<file path="src/rtl/sprite_slot_sched.sv">
module sprite_slot_sched #(
  parameter int NUM_SPR    = 8,
  parameter int BEAM_W     = 9,
  parameter int PTR_W      = 21,
  parameter int FIRST_SLOT = 25,
  parameter int LEAD       = 3,
  parameter int PIPE_LEN   = 8
) (
  input  logic              clk,
  input  logic              rst_n,
  input  logic [BEAM_W-1:0] hpos,
  input  logic [BEAM_W-1:0] vpos,
  input  logic [BEAM_W-1:0] vbend_line,
  input  logic              last_line,
  input  logic              dma_en,
  input  logic [BEAM_W-1:0] fetch_limit,
  input  logic              ptr_wr,
  input  logic [2:0]        ptr_wr_id,
  input  logic              ptr_wr_hi,
  input  logic [15:0]       ptr_wr_data,
  output logic              mem_req,
  output logic [PTR_W-1:0]  mem_addr,
  input  logic              mem_ready,
  input  logic [15:0]       mem_rdata,
  output logic              load_valid,
  output logic [2:0]        load_sprite,
  output logic [1:0]        load_kind,
  output logic [15:0]       load_word,
  output logic              slot_clash
);
  localparam int ID_W      = 3;
  localparam int PIPE_AW   = $clog2(PIPE_LEN);
  localparam int WIN_START = FIRST_SLOT - LEAD;
  localparam int WIN_END   = WIN_START + 4 * NUM_SPR;
  localparam logic [1:0] K_POS = 2'd0;
  localparam logic [1:0] K_CTL = 2'd1;

  logic [7:0]        pipe   [PIPE_LEN];
  logic [NUM_SPR-1:0] active;
  logic [1:0]        cyc    [NUM_SPR];
  logic [BEAM_W-1:0] vstart [NUM_SPR];
  logic [BEAM_W-1:0] vstop  [NUM_SPR];
  logic [PTR_W-1:0]  ptr    [NUM_SPR];

  wire              line_ok  = (vpos >= vbend_line) && !last_line;
  wire [BEAM_W-1:0] rel      = hpos - BEAM_W'(WIN_START);
  wire              in_win   = (hpos >= BEAM_W'(WIN_START)) && (hpos < BEAM_W'(WIN_END));
  wire [ID_W-1:0]   dec_id   = rel[ID_W+1:2];
  wire [1:0]        sub      = rel[1:0];
  wire              dec_slot = in_win && line_ok && !sub[0];

  logic       dec_act;
  logic [1:0] dec_cyc, dec_cyc_n;
  logic       dec_emit;

  always_comb begin
    dec_act = active[dec_id];
    dec_cyc = cyc[dec_id];
    if (sub == 2'd0) begin
      if (dec_cyc == 2'd0 && dec_act) dec_cyc = 2'd1;
      if (vpos == vstart[dec_id]) begin
        dec_act = 1'b1;
        dec_cyc = 2'd1;
      end
      if (vpos == vstop[dec_id] || vpos == vbend_line) begin
        dec_act = 1'b0;
        dec_cyc = 2'd1;
      end
    end
    dec_emit  = dec_slot && (dec_cyc != 2'd0) && dma_en && (hpos < fetch_limit);
    dec_cyc_n = dec_cyc;
    if (dec_cyc == 2'd2)      dec_cyc_n = dec_act ? 2'd1 : 2'd0;
    else if (dec_cyc == 2'd1) dec_cyc_n = 2'd2;
  end

  wire [7:0] dec_code = {3'b010, dec_act, dec_cyc == 2'd2, dec_id};

  wire [PIPE_AW-1:0] wr_idx  = hpos[PIPE_AW-1:0];
  wire [PIPE_AW-1:0] rd_idx  = hpos[PIPE_AW-1:0] - PIPE_AW'(LEAD);
  wire [7:0]         rd_code = pipe[rd_idx];
  wire               fetch   = rd_code[7:5] == 3'b010;
  wire [ID_W-1:0]    f_id    = rd_code[ID_W-1:0];
  wire [1:0]         f_kind  = rd_code[4:3];
  wire               done    = fetch && mem_ready;
  wire [BEAM_W-1:0]  word_v  = mem_rdata[BEAM_W-1:0];
  wire               ctl_act = line_ok && (vpos == vstart[f_id]) && (vpos != word_v);

  assign mem_req  = fetch;
  assign mem_addr = ptr[f_id];

  always_ff @(posedge clk) begin
    if (!rst_n) begin
      for (int e = 0; e < PIPE_LEN; e++) pipe[e] <= '0;
      for (int i = 0; i < NUM_SPR; i++) begin
        active[i] <= 1'b0;
        cyc[i]    <= '0;
        vstart[i] <= '0;
        vstop[i]  <= '0;
        ptr[i]    <= '0;
      end
      load_valid  <= 1'b0;
      load_sprite <= '0;
      load_kind   <= '0;
      load_word   <= '0;
      slot_clash  <= 1'b0;
    end else begin
      slot_clash  <= dec_emit && (pipe[wr_idx] != 8'd0);
      if (fetch)    pipe[rd_idx] <= 8'd0;
      if (dec_emit) pipe[wr_idx] <= dec_code;
      load_valid  <= done;
      load_sprite <= f_id;
      load_kind   <= f_kind;
      load_word   <= mem_rdata;
      for (int i = 0; i < NUM_SPR; i++) begin
        if (done && f_id == ID_W'(i)) begin
          ptr[i] <= ptr[i] + PTR_W'(2);
          if (f_kind == K_POS) vstart[i] <= word_v;
          if (f_kind == K_CTL) begin
            vstop[i]  <= word_v;
            active[i] <= ctl_act;
          end
        end
        if (dec_slot && dec_id == ID_W'(i)) begin
          active[i] <= dec_act;
          cyc[i]    <= dec_cyc_n;
        end
        if (ptr_wr && ptr_wr_id == ID_W'(i)) begin
          if (ptr_wr_hi) ptr[i][PTR_W-1:16] <= ptr_wr_data[PTR_W-17:0];
          else           ptr[i][15:0]       <= {ptr_wr_data[15:1], 1'b0};
        end
      end
    end
  end
endmodule

</file>
<file path="config.mk">
export PLATFORM = sky130hd
export DESIGN_NAME = sprite_slot_sched
export DESIGN_NICKNAME = d
export VERILOG_FILES = /design/src/rtl/sprite_slot_sched.sv
export SDC_FILE = /design/constraint.sdc
export NUM_CORES = 1
export LEC_CHECK = 0
export BUFFER_PORTS_ARGS = -buffer_cell sky130_fd_sc_hd__buf_4
export CORE_MARGIN = 2
export CORE_UTILIZATION = 60
export CTS_BUF_LIST = sky130_fd_sc_hd__clkbuf_2 sky130_fd_sc_hd__clkbuf_4 sky130_fd_sc_hd__clkbuf_8
export DETAILED_ROUTE_END_ITERATION = 8
export GPL_TIMING_DRIVEN = 0
export PLACE_DENSITY = 0.81
export SETUP_SLACK_MARGIN = 0.3
export SYNTH_ARGS = -nofsm -noshare
export SYNTH_HDL_FRONTEND = slang
export SYNTH_SLANG_ARGS = --single-unit
export TNS_END_PERCENT = 100
</file>
<file path="constraint.sdc">
create_clock -name clk -period 15.2 [get_ports clk]
set_input_delay 3.04 -clock clk [delete_from_list [all_inputs] [get_ports clk]]
set_output_delay 3.04 -clock clk [all_outputs]
set_load 0.1 [all_outputs]
</file>
Word level (Yosys, flattened, before mapping). Memories as Yosys holds them, arrays and structs flattened. Cells that the tools add are included.

Input port bits: 78. Register bits after elaboration: 31. Memories: 5. Output and inout port bits: 45. Logic and storage cells: 422. Bits in writable memories: 376.

Memory list: ptr (depth 8, bits a word 21, read ports 9, clocked after memory_dff 0, write ports 8, RTL line 43) `logic [PTR_W-1:0] ptr [NUM_SPR];`; vstart (depth 8, bits a word 9, read ports 2, clocked after memory_dff 0, write ports 8, RTL line 41) `logic [BEAM_W-1:0] vstart [NUM_SPR];`; vstop (depth 8, bits a word 9, read ports 1, clocked after memory_dff 0, write ports 8, RTL line 42) `logic [BEAM_W-1:0] vstop [NUM_SPR];`; pipe (depth 8, bits a word 6, read ports 2, clocked after memory_dff 0, write ports 8, RTL line 38) `logic [7:0] pipe [PIPE_LEN];`; cyc (depth 8, bits a word 2, read ports 1, clocked after memory_dff 0, write ports 8, RTL line 40) `logic [1:0] cyc [NUM_SPR];`.

Equal/unequal tests: 30. Add/subtract/negate cells: 10. Order comparisons: 5. Reductions and logical operators: 73. Bitwise gates (word level): 48. Muxes and demuxes: 238.

Operators with widths (count): two-way mux 1 bit (179); adder 21 x 2 -> 21 bit (second input constant) (8); two-way mux 21 bit (8); two-way mux 9 bit (16); two-way mux 16 bit (8); bitwise OR 1 bit (48); two-way mux 5 bit (8); equality test 3 bit (second input constant) (12); equality test 9 bit (4); logical AND 1 bit (36); nonzero test 2 bit (17); two-way mux 2 bit (14); equality test 3 x 2 -> 1 bit (second input constant) (7); AND reduction 2 bit (8); two-way mux 6 bit (2); OR reduction 6 bit (2); equality test 3 x 1 -> 1 bit (second input constant) (3); greater-or-equal comparator 9 x 5 -> 1 bit (second input constant) (1); greater-or-equal comparator 9 bit (1); logical NOT 3 bit (3); less-than comparator 9 x 6 -> 1 bit (second input constant) (1); less-than comparator 9 bit (1); inequality test 9 bit (1); nonzero test 8 bit (1); other kinds (10) (15).

Depth between registers and ports, before layout.
Depth in word-level cells: 17. Mapped depth: 16. Mapped depth without buffers: 11.

Least setup slack after synthesis. Ideal clock, no wire load.

Path type: input to output. Start point: input port hpos[0]. End point: output port mem_addr[7]. Setup slack: 3841 ps. Arrival time: 8319 ps. Stages on the path: 15. Path through: buf_2 > buf_6 > clkinv_1 > ha_1 > buf_1 > mux4_2 > mux2i_1 > clkbuf_1 > clkbuf_1 > buf_2 > buf_1 > nand2_1 > nand3_1 > o21ai_0 > o21ai_0.

Word-level cells in the longest chain between the ends: 3.

RTL lines: from (decl) (RTL line 11) `input logic [BEAM_W-1:0] hpos,`; subtractor 3 x 2 -> 3 bit (RTL line 79) `wire [PIPE_AW-1:0] rd_idx = hpos[PIPE_AW-1:0] - PIPE_AW'(LEAD);`; memory (8 x 6 bit); memory (8 x 21 bit); to (decl) (RTL line 22) `output logic [PTR_W-1:0] mem_addr,`.

Every way passes these cells.

Worst setup path in the final report.
Start point: input port hpos[0]. End point: output port mem_addr[12].

Same word-level chain as after synthesis.

==> results.json <==
{
  "path_clk_slew_ns": 0.06,
  "start_util": 0.604,
  "grt_max_degree": 16,
  "critPathMaxFanout": 10,
  "vias": 20200,
  "portBuffers": 104,
  "async_flop_share": 0,
  "cts_made_buffers": 70,
  "final_cell_area_um2": 26200,
  "cp.arrival_ns": 8.79,
  "clock_path_buffers": 3,
  "worst_hold_path_type": "reg -> reg",
  "pwr-share-comb": 0.242,
  "leakage_nw": 9.65,
  "insertion_delay_ns": 0.67,
  "gp_congestion": 1.03,
  "antenna_found_initial": 0,
  "p_int_w": 0.00205,
  "dpl.hpwl_mm": 58.4,
  "status": "finished clean",
  "dpl-instance-area_um2": 24700,
  "swShare": 0.346,
  "antenna_cells": 0,
  "drt-initial-drc-count": 2519,
  "crit_chain": "buf_4 > buf_2 > buf_6 > clkinv_1 > ha_1 > buf_1 > mux4_2 > mux2i_1 > clkbuf_1 > clkbuf_1 > buf_2 > buf_1 > nand2_1 > a311oi_1 > a31o_2 > buf_4",
  "hold_viol_final": 0,
  "setup_viol": 0,
  "die_x_um": 201,
  "yosysUniqueCellTypes": 73,
  "rows": 72,
  "ys_ff_latch": 399,
  "crit_path_start_kind": "input pin",
  "critPathKind": "in -> out",
  "min_path_cells": 2,
  "postCtsSetupBuffers": 0,
  "reg2reg_to": "vstart[6][1]$_DFFE_PP_",
  "fillers": 2967,
  "wl_per_cell_um": 26.3,
  "cts_resized": 0,
  "end_kind": "primary output",
  "cts_tree": "built",
  "ff2ff_path_depth": 8,
  "clock-root-buffer": "clkbuf_8",
  "yosysTopAreaCell": "edfxtp_1",
  "area_growth_pct": 12.8,
  "synth_ff_type": "edfxtp_1",
  "critPathSlowestCell": "a311oi_1",
  "post-route-period-util": 0.778,
  "core-area_um2": 38500,
  "yosysWarnings": 0,
  "slowest_delay_ns": 0.75,
  "cp_top_family": "buffers and inverters",
  "syn_inst": 2287,
  "syn_area_um2": 23200,
  "switchingPower_w": 0.00109,
  "fin_skew_ns": 0.0368,
  "period_needed_ns": 11.83,
  "grt_pass1_wl_mm": 119,
  "grt.total_usage": 0.396,
  "crit_buf_inv": 10,
  "route.detailed.drc": 0,
  "antenna_left": 0,
  "seq_power_share": 0.419,
  "die_h_um": 201,
  "slew_viol_final": 0,
  "cts_hold_buf": 0,
  "rr_startpoint": "pipe[7][0]$_SDFFCE_PN0P_",
  "drt_pass1_iterations": 6,
  "max_slew_margin": 0.0214,
  "min-delay-start": "active[4]$_SDFFE_PN0P_",
  "synthMostInstantiatedCell": "nand2_1",
  "clkPwrFrac": 0.340,
  "synth-edff-count": 360,
  "nets": 2592,
  "drive_gt1_frac": 0.144,
  "yosysTopAreaCellShare": 0.465,
  "fin_setup_tns_ns": 0,
  "cp.required_ns": 12.16,
  "io_pins": 123,
  "min_to": "active[4]$_SDFFE_PN0P_",
  "syn_avg_cell_area_um2": 10.2,
  "dieArea_um2": 40300,
  "grt_pass1_vias": 19900,
  "viasPerCell": 6.62,
  "vdd_drop_max_mv": 0.0805,
  "wirelength_mm": 80.3,
  "p_per_area_nw_per_um2": 120,
  "startpoint": "hpos[0]",
  "worst_slew_pin_slew_ns": 1.46,
  "yosysSeqAreaShare": 0.499,
  "netlist_top_cells_count": "434 x nand2_1, 360 x edfxtp_1, 201 x nor2_1",
  "fmax_mhz": 84.6,
  "overflow": 0,
  "rrSetupSlack_ns": 9.89,
  "drv_cap": 0,
  "rsz0062_at_grt": "false",
  "htree_levels": 3,
  "synth_area_leaders": "edfxtp_1 47%, nand2_1 7.0%, mux4_2 4.5%",
  "clock-sinks": 399
}
-- routing by layer --
metal,share of wire,vias up,wire length [um],GRT usage
met4,0.086,0,6920,0.298
li1,-,8668,-,-
met1,0.34,9515,27100,0.471
met5,0,-,0,0
met3,0.12,419,9690,0.0950
met2,0.46,1627,36600,0.628
-- metrics by stage --
stage | utilization | setup WS, ns | hold WS, ns | power (W) | instances
CTS | 0.681 | 3.55 | 0.497 | 0.00311 | 3055
detailed placement | 0.643 | 3.58 | 0.486 | 0.00207 | 2929
finish | 0.681 | 3.37 | 0.496 | 0.00314 | 3055
global route | 0.681 | 3.20 | 0.510 | 0.00321 | 3055
floorplan | - | 3.84 | 0.453 | 0.00183 | 2307
global placement | 0.643 | 3.50 | 0.464 | 0.00206 | 2929
-- final cells by class --
| type | instances | area [um^2] | area share |
|---|---|---|---|
| clock buffers | 92 | 1130 | 0.0431 |
| plain buffers | 149 | 678 | 0.0259 |
| well taps | 518 | 648 | 0.0247 |
| multi-input cells | 1692 | 10800 | 0.412 |
| inverters | 67 | 251 | 0.00960 |
| clock inverters | 34 | 335 | 0.0128 |
| flip-flops and latches | 399 | 11600 | 0.442 |
| repair buffers | 104 | 781 | 0.0298 |
-- sequential cells by signal (all words and copies together), names as in the netlist --
name and cells:
vstop 72, active 8, pipe 48, ptr 160, vstart 72, load_sprite 3
load_word 16, slot_clash 1, load_valid 1, load_kind 2, cyc 16
-- how the worst max path moves through the flow --
stage / to / slack (ns) / cells after the start
after floorplan: mem_addr[7] / 3.84 / 15
after global placement: mem_addr[11] / 3.50 / 16
after detailed placement: mem_addr[11] / 3.58 / 16
after CTS: mem_addr[11] / 3.55 / 16
after global routing: mem_addr[11] / 3.20 / 16
final: mem_addr[12] / 3.37 / 16
-- cells in the final DEF (no fill, tap or decap), types with 39 or more instances in the layout --
master,synthesis,layout
dfxtp_1,39,39
xnor2_1,92,92
buf_4,4,108
and3_1,65,65
edfxtp_1,360,360
inv_1,62,62
o21ai_0,90,90
nand3_1,179,179
mux4_2,46,46
nor2_1,201,201
nand2_1,434,434
clkbuf_8,0,70
clkbuf_1,95,95
xor2_1,97,97
mux2i_1,49,49
-- cell families (layout without fill, tap and decap cells) --
| family | after synthesis | after routing | synth area share |
|---|---|---|---|
| xor gates and xnor gates | 191 | 191 | 0.0726 |
| muxes | 103 | 103 | 0.0717 |
| AOI/OAI and AO/OA | 308 | 308 | 0.0923 |
| adders and majority gates | 31 | 31 | 0.0167 |
| buffers and inverters | 216 | 446 | 0.0400 |
| other | 1 | 21 | 0.000161 |
| DFF | 399 | 399 | 0.499 |
| and+or+nand+nor | 1038 | 1038 | 0.208 |
-- worst min-delay path: stages (launching register included) --
cell	delay, ns
dfxtp_1	0.32
nand2_1	0.05
a311oi_1	0.07
-- power groups by stage --
stage                     Clock, W  Combinational, W  Sequential, W
after detailed placement         0          0.000736        0.00133
after CTS                  0.00106          0.000740        0.00131
after global routing       0.00111          0.000785        0.00132
after floorplan                  0          0.000493        0.00134
after global placement           0          0.000727        0.00133
final                      0.00107          0.000758        0.00131
Note: power is estimated with default switching activity, not from simulation.
